--- src/rtl/acc_cpu_pkg.sv ---
package acc_cpu_pkg;

    localparam int WORD_W = 16;
    localparam int OPC_W  = 4;
    localparam int OPD_W  = 12;
    localparam int UPC_W  = 5;

    typedef enum logic [OPC_W-1:0] {
        OP_NOP, OP_LDA, OP_STA, OP_ADD, OP_SUB, OP_IN, OP_OUT, OP_JMP,
        OP_JN, OP_HLT, OP_CMP, OP_JG, OP_JE, OP_JL, OP_RSV0, OP_RSV1
    } opcode_e;

    typedef enum logic [2:0] {
        JC_NONE, JC_ALWAYS, JC_NEG, JC_GT, JC_EQ, JC_LT
    } jcond_e;

    typedef enum logic {
        AOP_ADD, AOP_SUB
    } aop_e;

    // bus sources, one bit each
    typedef struct packed {
        logic pc_rd;
        logic ir_rd;
        logic mem_rd;
        logic acc_rd;
        logic in_rd;
        logic alu_rd;
    } src_t;

    typedef struct packed {
        src_t   src;
        logic   mar_ld;
        logic   ir_ld;
        logic   acc_ld;
        logic   b_ld;
        logic   flag_ld;
        logic   out_ld;
        logic   mem_wr;
        logic   pc_inc;
        jcond_e jmp;
        aop_e   aop;
        logic   dispatch;
        logic   ret;
        logic   halt;
    } cword_t;

    // execute routine entry points in the control store
    localparam logic [UPC_W-1:0] U_DECODE = 5'd4;
    localparam logic [UPC_W-1:0] U_NOP    = 5'd5;
    localparam logic [UPC_W-1:0] U_LDA    = 5'd6;
    localparam logic [UPC_W-1:0] U_STA    = 5'd7;
    localparam logic [UPC_W-1:0] U_ADD    = 5'd8;
    localparam logic [UPC_W-1:0] U_SUB    = 5'd10;
    localparam logic [UPC_W-1:0] U_IN     = 5'd12;
    localparam logic [UPC_W-1:0] U_OUT    = 5'd13;
    localparam logic [UPC_W-1:0] U_JMP    = 5'd14;
    localparam logic [UPC_W-1:0] U_JN     = 5'd15;
    localparam logic [UPC_W-1:0] U_HLT    = 5'd16;
    localparam logic [UPC_W-1:0] U_CMP    = 5'd17;
    localparam logic [UPC_W-1:0] U_JG     = 5'd19;
    localparam logic [UPC_W-1:0] U_JE     = 5'd20;
    localparam logic [UPC_W-1:0] U_JL     = 5'd21;

endpackage

--- src/rtl/acc_cpu_ustore.sv ---
module acc_cpu_ustore
    import acc_cpu_pkg::*;
(
    input  logic [UPC_W-1:0] upc,
    input  logic [OPC_W-1:0] opcode,
    output cword_t           cw,
    output logic [UPC_W-1:0] entry
);

    // control store contents
    always_comb begin
        cw = '0;
        unique case (upc)
            5'd0: begin cw.src.pc_rd = 1'b1; cw.mar_ld = 1'b1; end
            5'd1: begin cw.src.mem_rd = 1'b1; cw.ir_ld = 1'b1; end
            5'd2: begin cw.pc_inc = 1'b1; end
            5'd3: begin cw.src.ir_rd = 1'b1; cw.mar_ld = 1'b1; end
            U_DECODE: begin cw.dispatch = 1'b1; end
            U_NOP: begin cw.ret = 1'b1; end
            U_LDA: begin cw.src.mem_rd = 1'b1; cw.acc_ld = 1'b1; cw.ret = 1'b1; end
            U_STA: begin cw.src.acc_rd = 1'b1; cw.mem_wr = 1'b1; cw.ret = 1'b1; end
            U_ADD: begin cw.src.mem_rd = 1'b1; cw.b_ld = 1'b1; end
            5'd9: begin
                cw.src.alu_rd = 1'b1; cw.aop = AOP_ADD; cw.acc_ld = 1'b1; cw.ret = 1'b1;
            end
            U_SUB: begin cw.src.mem_rd = 1'b1; cw.b_ld = 1'b1; end
            5'd11: begin
                cw.src.alu_rd = 1'b1; cw.aop = AOP_SUB; cw.acc_ld = 1'b1; cw.ret = 1'b1;
            end
            U_IN:  begin cw.src.in_rd = 1'b1; cw.acc_ld = 1'b1; cw.ret = 1'b1; end
            U_OUT: begin cw.src.acc_rd = 1'b1; cw.out_ld = 1'b1; cw.ret = 1'b1; end
            U_JMP: begin cw.src.ir_rd = 1'b1; cw.jmp = JC_ALWAYS; cw.ret = 1'b1; end
            U_JN:  begin cw.src.ir_rd = 1'b1; cw.jmp = JC_NEG; cw.ret = 1'b1; end
            U_HLT: begin cw.halt = 1'b1; end
            U_CMP: begin cw.src.mem_rd = 1'b1; cw.b_ld = 1'b1; end
            5'd18: begin cw.flag_ld = 1'b1; cw.ret = 1'b1; end
            U_JG:  begin cw.src.ir_rd = 1'b1; cw.jmp = JC_GT; cw.ret = 1'b1; end
            U_JE:  begin cw.src.ir_rd = 1'b1; cw.jmp = JC_EQ; cw.ret = 1'b1; end
            U_JL:  begin cw.src.ir_rd = 1'b1; cw.jmp = JC_LT; cw.ret = 1'b1; end
            default: begin cw.ret = 1'b1; end
        endcase
    end

    // opcode dispatch table
    always_comb begin
        unique case (opcode_e'(opcode))
            OP_LDA:  entry = U_LDA;
            OP_STA:  entry = U_STA;
            OP_ADD:  entry = U_ADD;
            OP_SUB:  entry = U_SUB;
            OP_IN:   entry = U_IN;
            OP_OUT:  entry = U_OUT;
            OP_JMP:  entry = U_JMP;
            OP_JN:   entry = U_JN;
            OP_HLT:  entry = U_HLT;
            OP_CMP:  entry = U_CMP;
            OP_JG:   entry = U_JG;
            OP_JE:   entry = U_JE;
            OP_JL:   entry = U_JL;
            default: entry = U_NOP;
        endcase
    end

endmodule

--- src/rtl/acc_cpu_alu.sv ---
module acc_cpu_alu
    import acc_cpu_pkg::*;
#(
    parameter int W = 16
) (
    input  logic [W-1:0] a,
    input  logic [W-1:0] b,
    input  aop_e         op,
    output logic [W-1:0] result,
    output logic         gt,
    output logic         eq,
    output logic         lt
);

    always_comb begin
        result = (op == AOP_SUB) ? (a - b) : (a + b);
        gt     = a > b;
        eq     = a == b;
        lt     = a < b;
    end

endmodule

--- src/rtl/acc_cpu_mem.sv ---
module acc_cpu_mem #(
    parameter int DEPTH = 256,
    parameter int W     = 16,
    localparam int AW   = $clog2(DEPTH)
) (
    input  logic          clk,
    input  logic          we,
    input  logic [AW-1:0] waddr,
    input  logic [W-1:0]  wdata,
    input  logic [AW-1:0] raddr,
    output logic [W-1:0]  rdata
);

    logic [W-1:0] store_q [DEPTH];

    always_ff @(posedge clk) begin
        if (we) begin
            store_q[waddr] <= wdata;
        end
    end

    assign rdata = store_q[raddr];

endmodule

--- src/rtl/acc_cpu.sv ---
module acc_cpu
    import acc_cpu_pkg::*;
#(
    parameter int MEM_WORDS = 256,
    localparam int AW       = $clog2(MEM_WORDS)
) (
    input  logic              clk,
    input  logic              rst,
    input  logic              prog_we,
    input  logic [AW-1:0]     prog_addr,
    input  logic [WORD_W-1:0] prog_wdata,
    input  logic [WORD_W-1:0] in_data,
    output logic [WORD_W-1:0] out_data,
    output logic              out_valid,
    output logic              halted
);

    typedef struct packed {
        logic [UPC_W-1:0]  upc;
        logic [OPD_W-1:0]  pc;
        logic [OPD_W-1:0]  mar;
        logic [WORD_W-1:0] ir;
        logic [WORD_W-1:0] acc;
        logic [WORD_W-1:0] b;
        logic              f_gt;
        logic              f_eq;
        logic              f_lt;
        logic [WORD_W-1:0] outr;
        logic              outv;
    } state_t;

    state_t st_q, st_d;

    cword_t            cw;
    logic [UPC_W-1:0]  entry;
    logic [WORD_W-1:0] bus;
    logic [WORD_W-1:0] mem_rdata;
    logic [WORD_W-1:0] alu_res;
    logic              alu_gt, alu_eq, alu_lt;
    logic              jump_taken;
    logic              mem_we;
    logic [AW-1:0]     mem_waddr;
    logic [WORD_W-1:0] mem_wdata;

    acc_cpu_ustore u_ustore (
        .upc    (st_q.upc),
        .opcode (st_q.ir[WORD_W-1 -: OPC_W]),
        .cw     (cw),
        .entry  (entry)
    );

    acc_cpu_alu #(.W(WORD_W)) u_alu (
        .a      (st_q.acc),
        .b      (st_q.b),
        .op     (cw.aop),
        .result (alu_res),
        .gt     (alu_gt),
        .eq     (alu_eq),
        .lt     (alu_lt)
    );

    // loader owns the write port during reset, the datapath afterwards
    always_comb begin
        if (rst) begin
            mem_we    = prog_we;
            mem_waddr = prog_addr;
            mem_wdata = prog_wdata;
        end else begin
            mem_we    = cw.mem_wr;
            mem_waddr = st_q.mar[AW-1:0];
            mem_wdata = bus;
        end
    end

    acc_cpu_mem #(.DEPTH(MEM_WORDS), .W(WORD_W)) u_mem (
        .clk   (clk),
        .we    (mem_we),
        .waddr (mem_waddr),
        .wdata (mem_wdata),
        .raddr (st_q.mar[AW-1:0]),
        .rdata (mem_rdata)
    );

    // shared internal bus: gated sources, one enabled per micro-step
    always_comb begin
        bus = '0;
        if (cw.src.pc_rd)  bus = bus | {{(WORD_W-OPD_W){1'b0}}, st_q.pc};
        if (cw.src.ir_rd)  bus = bus | {{(WORD_W-OPD_W){1'b0}}, st_q.ir[OPD_W-1:0]};
        if (cw.src.mem_rd) bus = bus | mem_rdata;
        if (cw.src.acc_rd) bus = bus | st_q.acc;
        if (cw.src.in_rd)  bus = bus | in_data;
        if (cw.src.alu_rd) bus = bus | alu_res;
    end

    always_comb begin
        unique case (cw.jmp)
            JC_ALWAYS: jump_taken = 1'b1;
            JC_NEG:    jump_taken = st_q.acc[WORD_W-1];
            JC_GT:     jump_taken = st_q.f_gt;
            JC_EQ:     jump_taken = st_q.f_eq;
            JC_LT:     jump_taken = st_q.f_lt;
            default:   jump_taken = 1'b0;
        endcase
    end

    always_comb begin
        st_d      = st_q;
        st_d.outv = cw.out_ld;
        if (cw.mar_ld)  st_d.mar = bus[OPD_W-1:0];
        if (cw.ir_ld)   st_d.ir  = bus;
        if (cw.acc_ld)  st_d.acc = bus;
        if (cw.b_ld)    st_d.b   = bus;
        if (cw.out_ld)  st_d.outr = bus;
        if (cw.flag_ld) begin
            st_d.f_gt = alu_gt;
            st_d.f_eq = alu_eq;
            st_d.f_lt = alu_lt;
        end
        if (cw.pc_inc)  st_d.pc = st_q.pc + 1'b1;
        if (jump_taken) st_d.pc = bus[OPD_W-1:0];
        if (cw.halt) begin
            st_d.upc = st_q.upc;
        end else if (cw.ret) begin
            st_d.upc = '0;
        end else if (cw.dispatch) begin
            st_d.upc = entry;
        end else begin
            st_d.upc = st_q.upc + 1'b1;
        end
    end

    always_ff @(posedge clk) begin
        if (rst) begin
            st_q <= '0;
        end else begin
            st_q <= st_d;
        end
    end

    assign out_data  = st_q.outr;
    assign out_valid = st_q.outv;
    assign halted    = cw.halt;

    // views for the bound checker
    logic [UPC_W-1:0] chk_upc;
    logic [OPD_W-1:0] chk_pc;
    logic [5:0]       chk_src;
    logic             chk_pc_inc;
    logic             chk_jump;
    assign chk_upc    = st_q.upc;
    assign chk_pc     = st_q.pc;
    assign chk_src    = cw.src;
    assign chk_pc_inc = cw.pc_inc;
    assign chk_jump   = jump_taken;

endmodule

--- config.mk ---
export PLATFORM = sky130hd
export DESIGN_NAME = acc_cpu
export DESIGN_NICKNAME = d
export VERILOG_FILES = /design/src/rtl/acc_cpu_pkg.sv /design/src/rtl/acc_cpu_ustore.sv /design/src/rtl/acc_cpu_alu.sv /design/src/rtl/acc_cpu_mem.sv /design/src/rtl/acc_cpu.sv
export SDC_FILE = /design/constraint.sdc
export NUM_CORES = 2
export LEC_CHECK = 0
export BUFFER_PORTS_ARGS = -buffer_cell sky130_fd_sc_hd__buf_4
export CAP_MARGIN = 20
export CORE_ASPECT_RATIO = 1.4
export CORE_MARGIN = 10
export CORE_UTILIZATION = 57
export DETAILED_ROUTE_END_ITERATION = 8
export PLACE_DENSITY = 0.72
export SETUP_SLACK_MARGIN = 0.5
export SYNTH_ARGS = -nofsm -noshare
export SYNTH_HDL_FRONTEND = slang
export SYNTH_MEMORY_MAX_BITS = 65536
export SYNTH_SLANG_ARGS = --single-unit
--- constraint.sdc ---
create_clock -name clk -period 12.69 [get_ports clk]
set_clock_uncertainty 0.2 [all_clocks]
set_input_delay 2.538 -clock clk [delete_from_list [all_inputs] [get_ports clk]]
set_output_delay 2.538 -clock clk [all_outputs]
set_load 0.02 [all_outputs]
==> metrics <==
Post-CTS Hold Buffers 0; GRT Max-Usage Layer met2; routability congestion estimate 0.904; reg-to-reg endpoint u_mem.store_q[85][11]$_DFFE_PP_; CTS Buffer Depth 4; Mean Syn Cell Area about 23 sq um; global route total overflow 0; unrepaired setup endpoints after global routing false; Max FO, Critical Path between 90 and 100; Worst slew margin 0.0664; worst path arrival time between 7 and 8 ns; CTS H-tree depth 5; CP peak stage delay 1.11 ns; placed inst area about 170000 sq um; FF-to-FF setup slack between 5 and 6 ns; Initial DRC Count around 11000; Layout area overhead 11.4%; Crit. End Element flip-flop; Cell variety after synth 80; HP Class flip-flop to flip-flop; leakage power roughly 56 nW; Core Rows between 200 and 250; Slowest-stage cell, CP a211oi_1; Min-Delay Path Depth 2; worst reg2reg path depth 12; startpoint types flip-flop; Seq/Total Area, Yosys 0.765; status finished clean; post-CTS setup buffer count 0; Total Wirelength between 400 and 500 mm; count of maximum capacitance violations 0; hpwl dp 256 mm; drt first pass iters 7; DRC errors left 0; global-route wire length before repair ~620 mm; Critical path buffers and inverters 4; pwr dens ~210 nW/um^2; Final nets 7693; Fin. Hold Viols 0; clk sink count 4202; most frequent CP cell buf_4; fraction of registers with async set/reset 0; Core ar. between 200000 and 300000 sq um; Die Ht 654 um; met1 Use GR 0.356; Slew Viols, Final 0; clk_lat worst skew 0.91 ns; Cells after Synth just over 7000; Die ar. around 300000 sq um; Final setup viols 0; CTS tree yes; CTS Buf Count around 370; Final Cycle Share 0.596; crit path cell chain buf_4 -> buf_4 -> mux4_2 -> mux4_2 -> mux4_2 -> nor2b_1 -> a211oi_1 -> a211oi_1 -> a211oi_2 -> a21oi_4 -> buf_4 -> buf_4; Finished Cell Area approximately 180000 sq um; post-CTS sizing 0; Setup TNS 0 ns; remaining antenna violation count 0; Fillers about 18000; Slew @ Worst Pin 1.40 ns; Synth Flop Type edfxtp_1; IO buf count 60; flops & latches, synth roughly 4200; drt wl/cell 37.4 um; GR Util met2 0.466; hold wc startpoint out_data[14]$_SDFFE_PP0P_; share of cells above drive strength 1 0.294; initial core utilization 0.573; Crit path required time approximately 13 ns; vias post-DR 80371; Fmax 0.132 GHz; die width roughly 470 um; post-layout minimum cycle time ~7.6 ns; placed cells roughly 11000; Root Buffer clkbuf_16; CP Class flip-flop to flip-flop; vias in the first global route about 81000; drt via density a little under 7; Post-synth EDFFs roughly 4100; largest net degree at the start of global routing about 260; GR Util All Layers 0.281; Post-Layout Cell Count about 12000; VDD IR max roughly 0.23 mV; Top delay family on crit path buffers and inverters; met3 GRT Util 0.0549; Reg clk slew, reported paths ~0.07 ns; Synth warnings 0; IO Pins slightly above 60; Net Count, Synth a little over 7000; mapped cell area 163000 sq um; Hold Path End out_data[14]$_SDFFE_PP0P_; initial antenna violation count 19
==> cell type report <==
cell class | count | area, sq um | share of cell area
inverters | 56 | 218 | 0.00120
well taps | 3744 | 4680 | 0.0257
diodes | 13 | 32.5 | 0.000179
multi-input cells | 2500 | 36300 | 0.199
clock buffers | 447 | 9720 | 0.0534
flip-flops and latches | 4202 | 125000 | 0.687
clock inverters | 219 | 1970 | 0.0108
repair buffers | 478 | 3980 | 0.0218
==> worst max path at each step <==
stage,startpoint,end,slack [ns],cells past startpoint
floorplan,rst,u_mem.store_q[0][12]$_DFFE_PP_,0.56,6
detailed placement,flip-flop,u_mem.store_q[78][1]$_DFFE_PP_,5.24,12
CTS,flip-flop,u_mem.store_q[80][1]$_DFFE_PP_,5.21,12
global route,flip-flop,u_mem.store_q[64][11]$_DFFE_PP_,5.13,12
finish,flip-flop,u_mem.store_q[85][11]$_DFFE_PP_,5.12,12
global placement,flip-flop,u_mem.store_q[8][14]$_DFFE_PP_,5.10,11
==> flip-flops by register name, summed over array words and instances, names as in the netlist, named ones only <==
register / flops
st_q: 59
chk_pc: 12
chk_upc: 5
u_mem.store_q: 4096
u_ustore.entry: 5
out_data: 16
out_valid: 1
==> stage by stage <==
stage | util | hold WS, ns | total power [mW] | setup slack (ns)
6_report | 0.638 | 0.259 | 38.9 | 5.12
5_1_grt | 0.638 | 0.294 | 39.8 | 5.13
4_1_cts | 0.637 | 0.260 | 38.9 | 5.21
3_5_place_dp | 0.596 | 0.252 | 28.0 | 5.24
3_3_place_gp | 0.596 | 0.247 | 27.8 | 5.10
2_1_floorplan | - | 0.237 | 24.3 | 0.562
==> worst reg2reg max path, cell delays in order (launching register included) <==
cell and delay, ns:
dfxtp_4 0.83, buf_4 0.67, buf_4 0.76, mux4_2 0.49, mux4_2 0.51, mux4_2 0.51, nor2b_1 0.24, a211oi_1 1.11
a211oi_1 0.26, a211oi_2 0.51, a21oi_4 0.15, buf_4 0.32, buf_4 0.46
==> metal layers <==
layer  routed length (um)  up-vias
met5                  398        -
met4                28600       18
met3                42400     1079
met2               219000     5265
met1               146000    42635
li1                     -    31374
==> power by group <==
part,internal [mW],switching [mW],leakage (nW)
clock,6.13,4.90,5.67
combinational,4.08,6.87,12.2
sequential,16.7,0.192,37.8
==> synthesized netlist by cell type (6+ instances only) <==
cell type,count,area (sq um)
o32ai_1,13,114
nand2_1,102,383
buf_6,15,169
o31ai_1,8,60.1
mux2_2,13,146
o2111ai_1,8,70.1
o21a_1,6,45.0
a22o_1,14,123
nand4_1,8,50.1
and2_1,9,56.3
nor3_1,23,115
xnor2_1,16,140
a21oi_1,76,380
buf_4,59,443
a21o_1,10,75.1
a22oi_1,66,495
edfxtp_1,4096,123000
mux2i_1,57,571
dfxtp_1,106,2120
o211ai_1,8,60.1
a211oi_2,7,87.6
inv_1,52,195
a211oi_1,107,803
ha_1,41,513
nor2_1,409,1540
and3_1,12,75.1
nand3_1,22,110
o21ai_0,35,175
buf_1,45,169
clkbuf_1,200,751
nor2b_1,25,156
nand2b_1,10,62.6
a222oi_1,12,120
buf_2,109,546
mux4_2,1270,28600
a31oi_1,17,106
==> logic make-up after synthesis <==
group           share of synthesized area
compound gates                     0.0194
xor+xnor                          0.00113
fa+ha+maj                         0.00338
buf+inv                            0.0140
flops                               0.765
mux                                 0.179
simple gates                       0.0172
==> cells in the final DEF, fill, tap and decap left out, types with 10 or more instances in the layout <==
cell type      n
a21o_1        10
diode_2       13
mux4_2      1270
and3_1        10
nand2b_1      10
ha_1          41
nor3_1        23
buf_12        19
xnor2_1       16
nor2b_1       23
edfxtp_1    4096
clkinv_1      92
clkinvlp_4    22
a31oi_1       16
dfxtp_1       99
a21oi_1       60
bufinv_16     33
nor2_1       405
o21ai_0       35
o32ai_1       12
a21oi_4       16
nand3_1       22
mux2_2        13
nand2_1      102
a22oi_1       66
clkbuf_16    377
a211oi_1     107
a22o_1        14
mux2i_1       57
inv_1         51
clkbuf_1      68
buf_4        444
clkinv_2      58
a222oi_1      12
No activity file was read; power rests on OpenSTA's default activity.
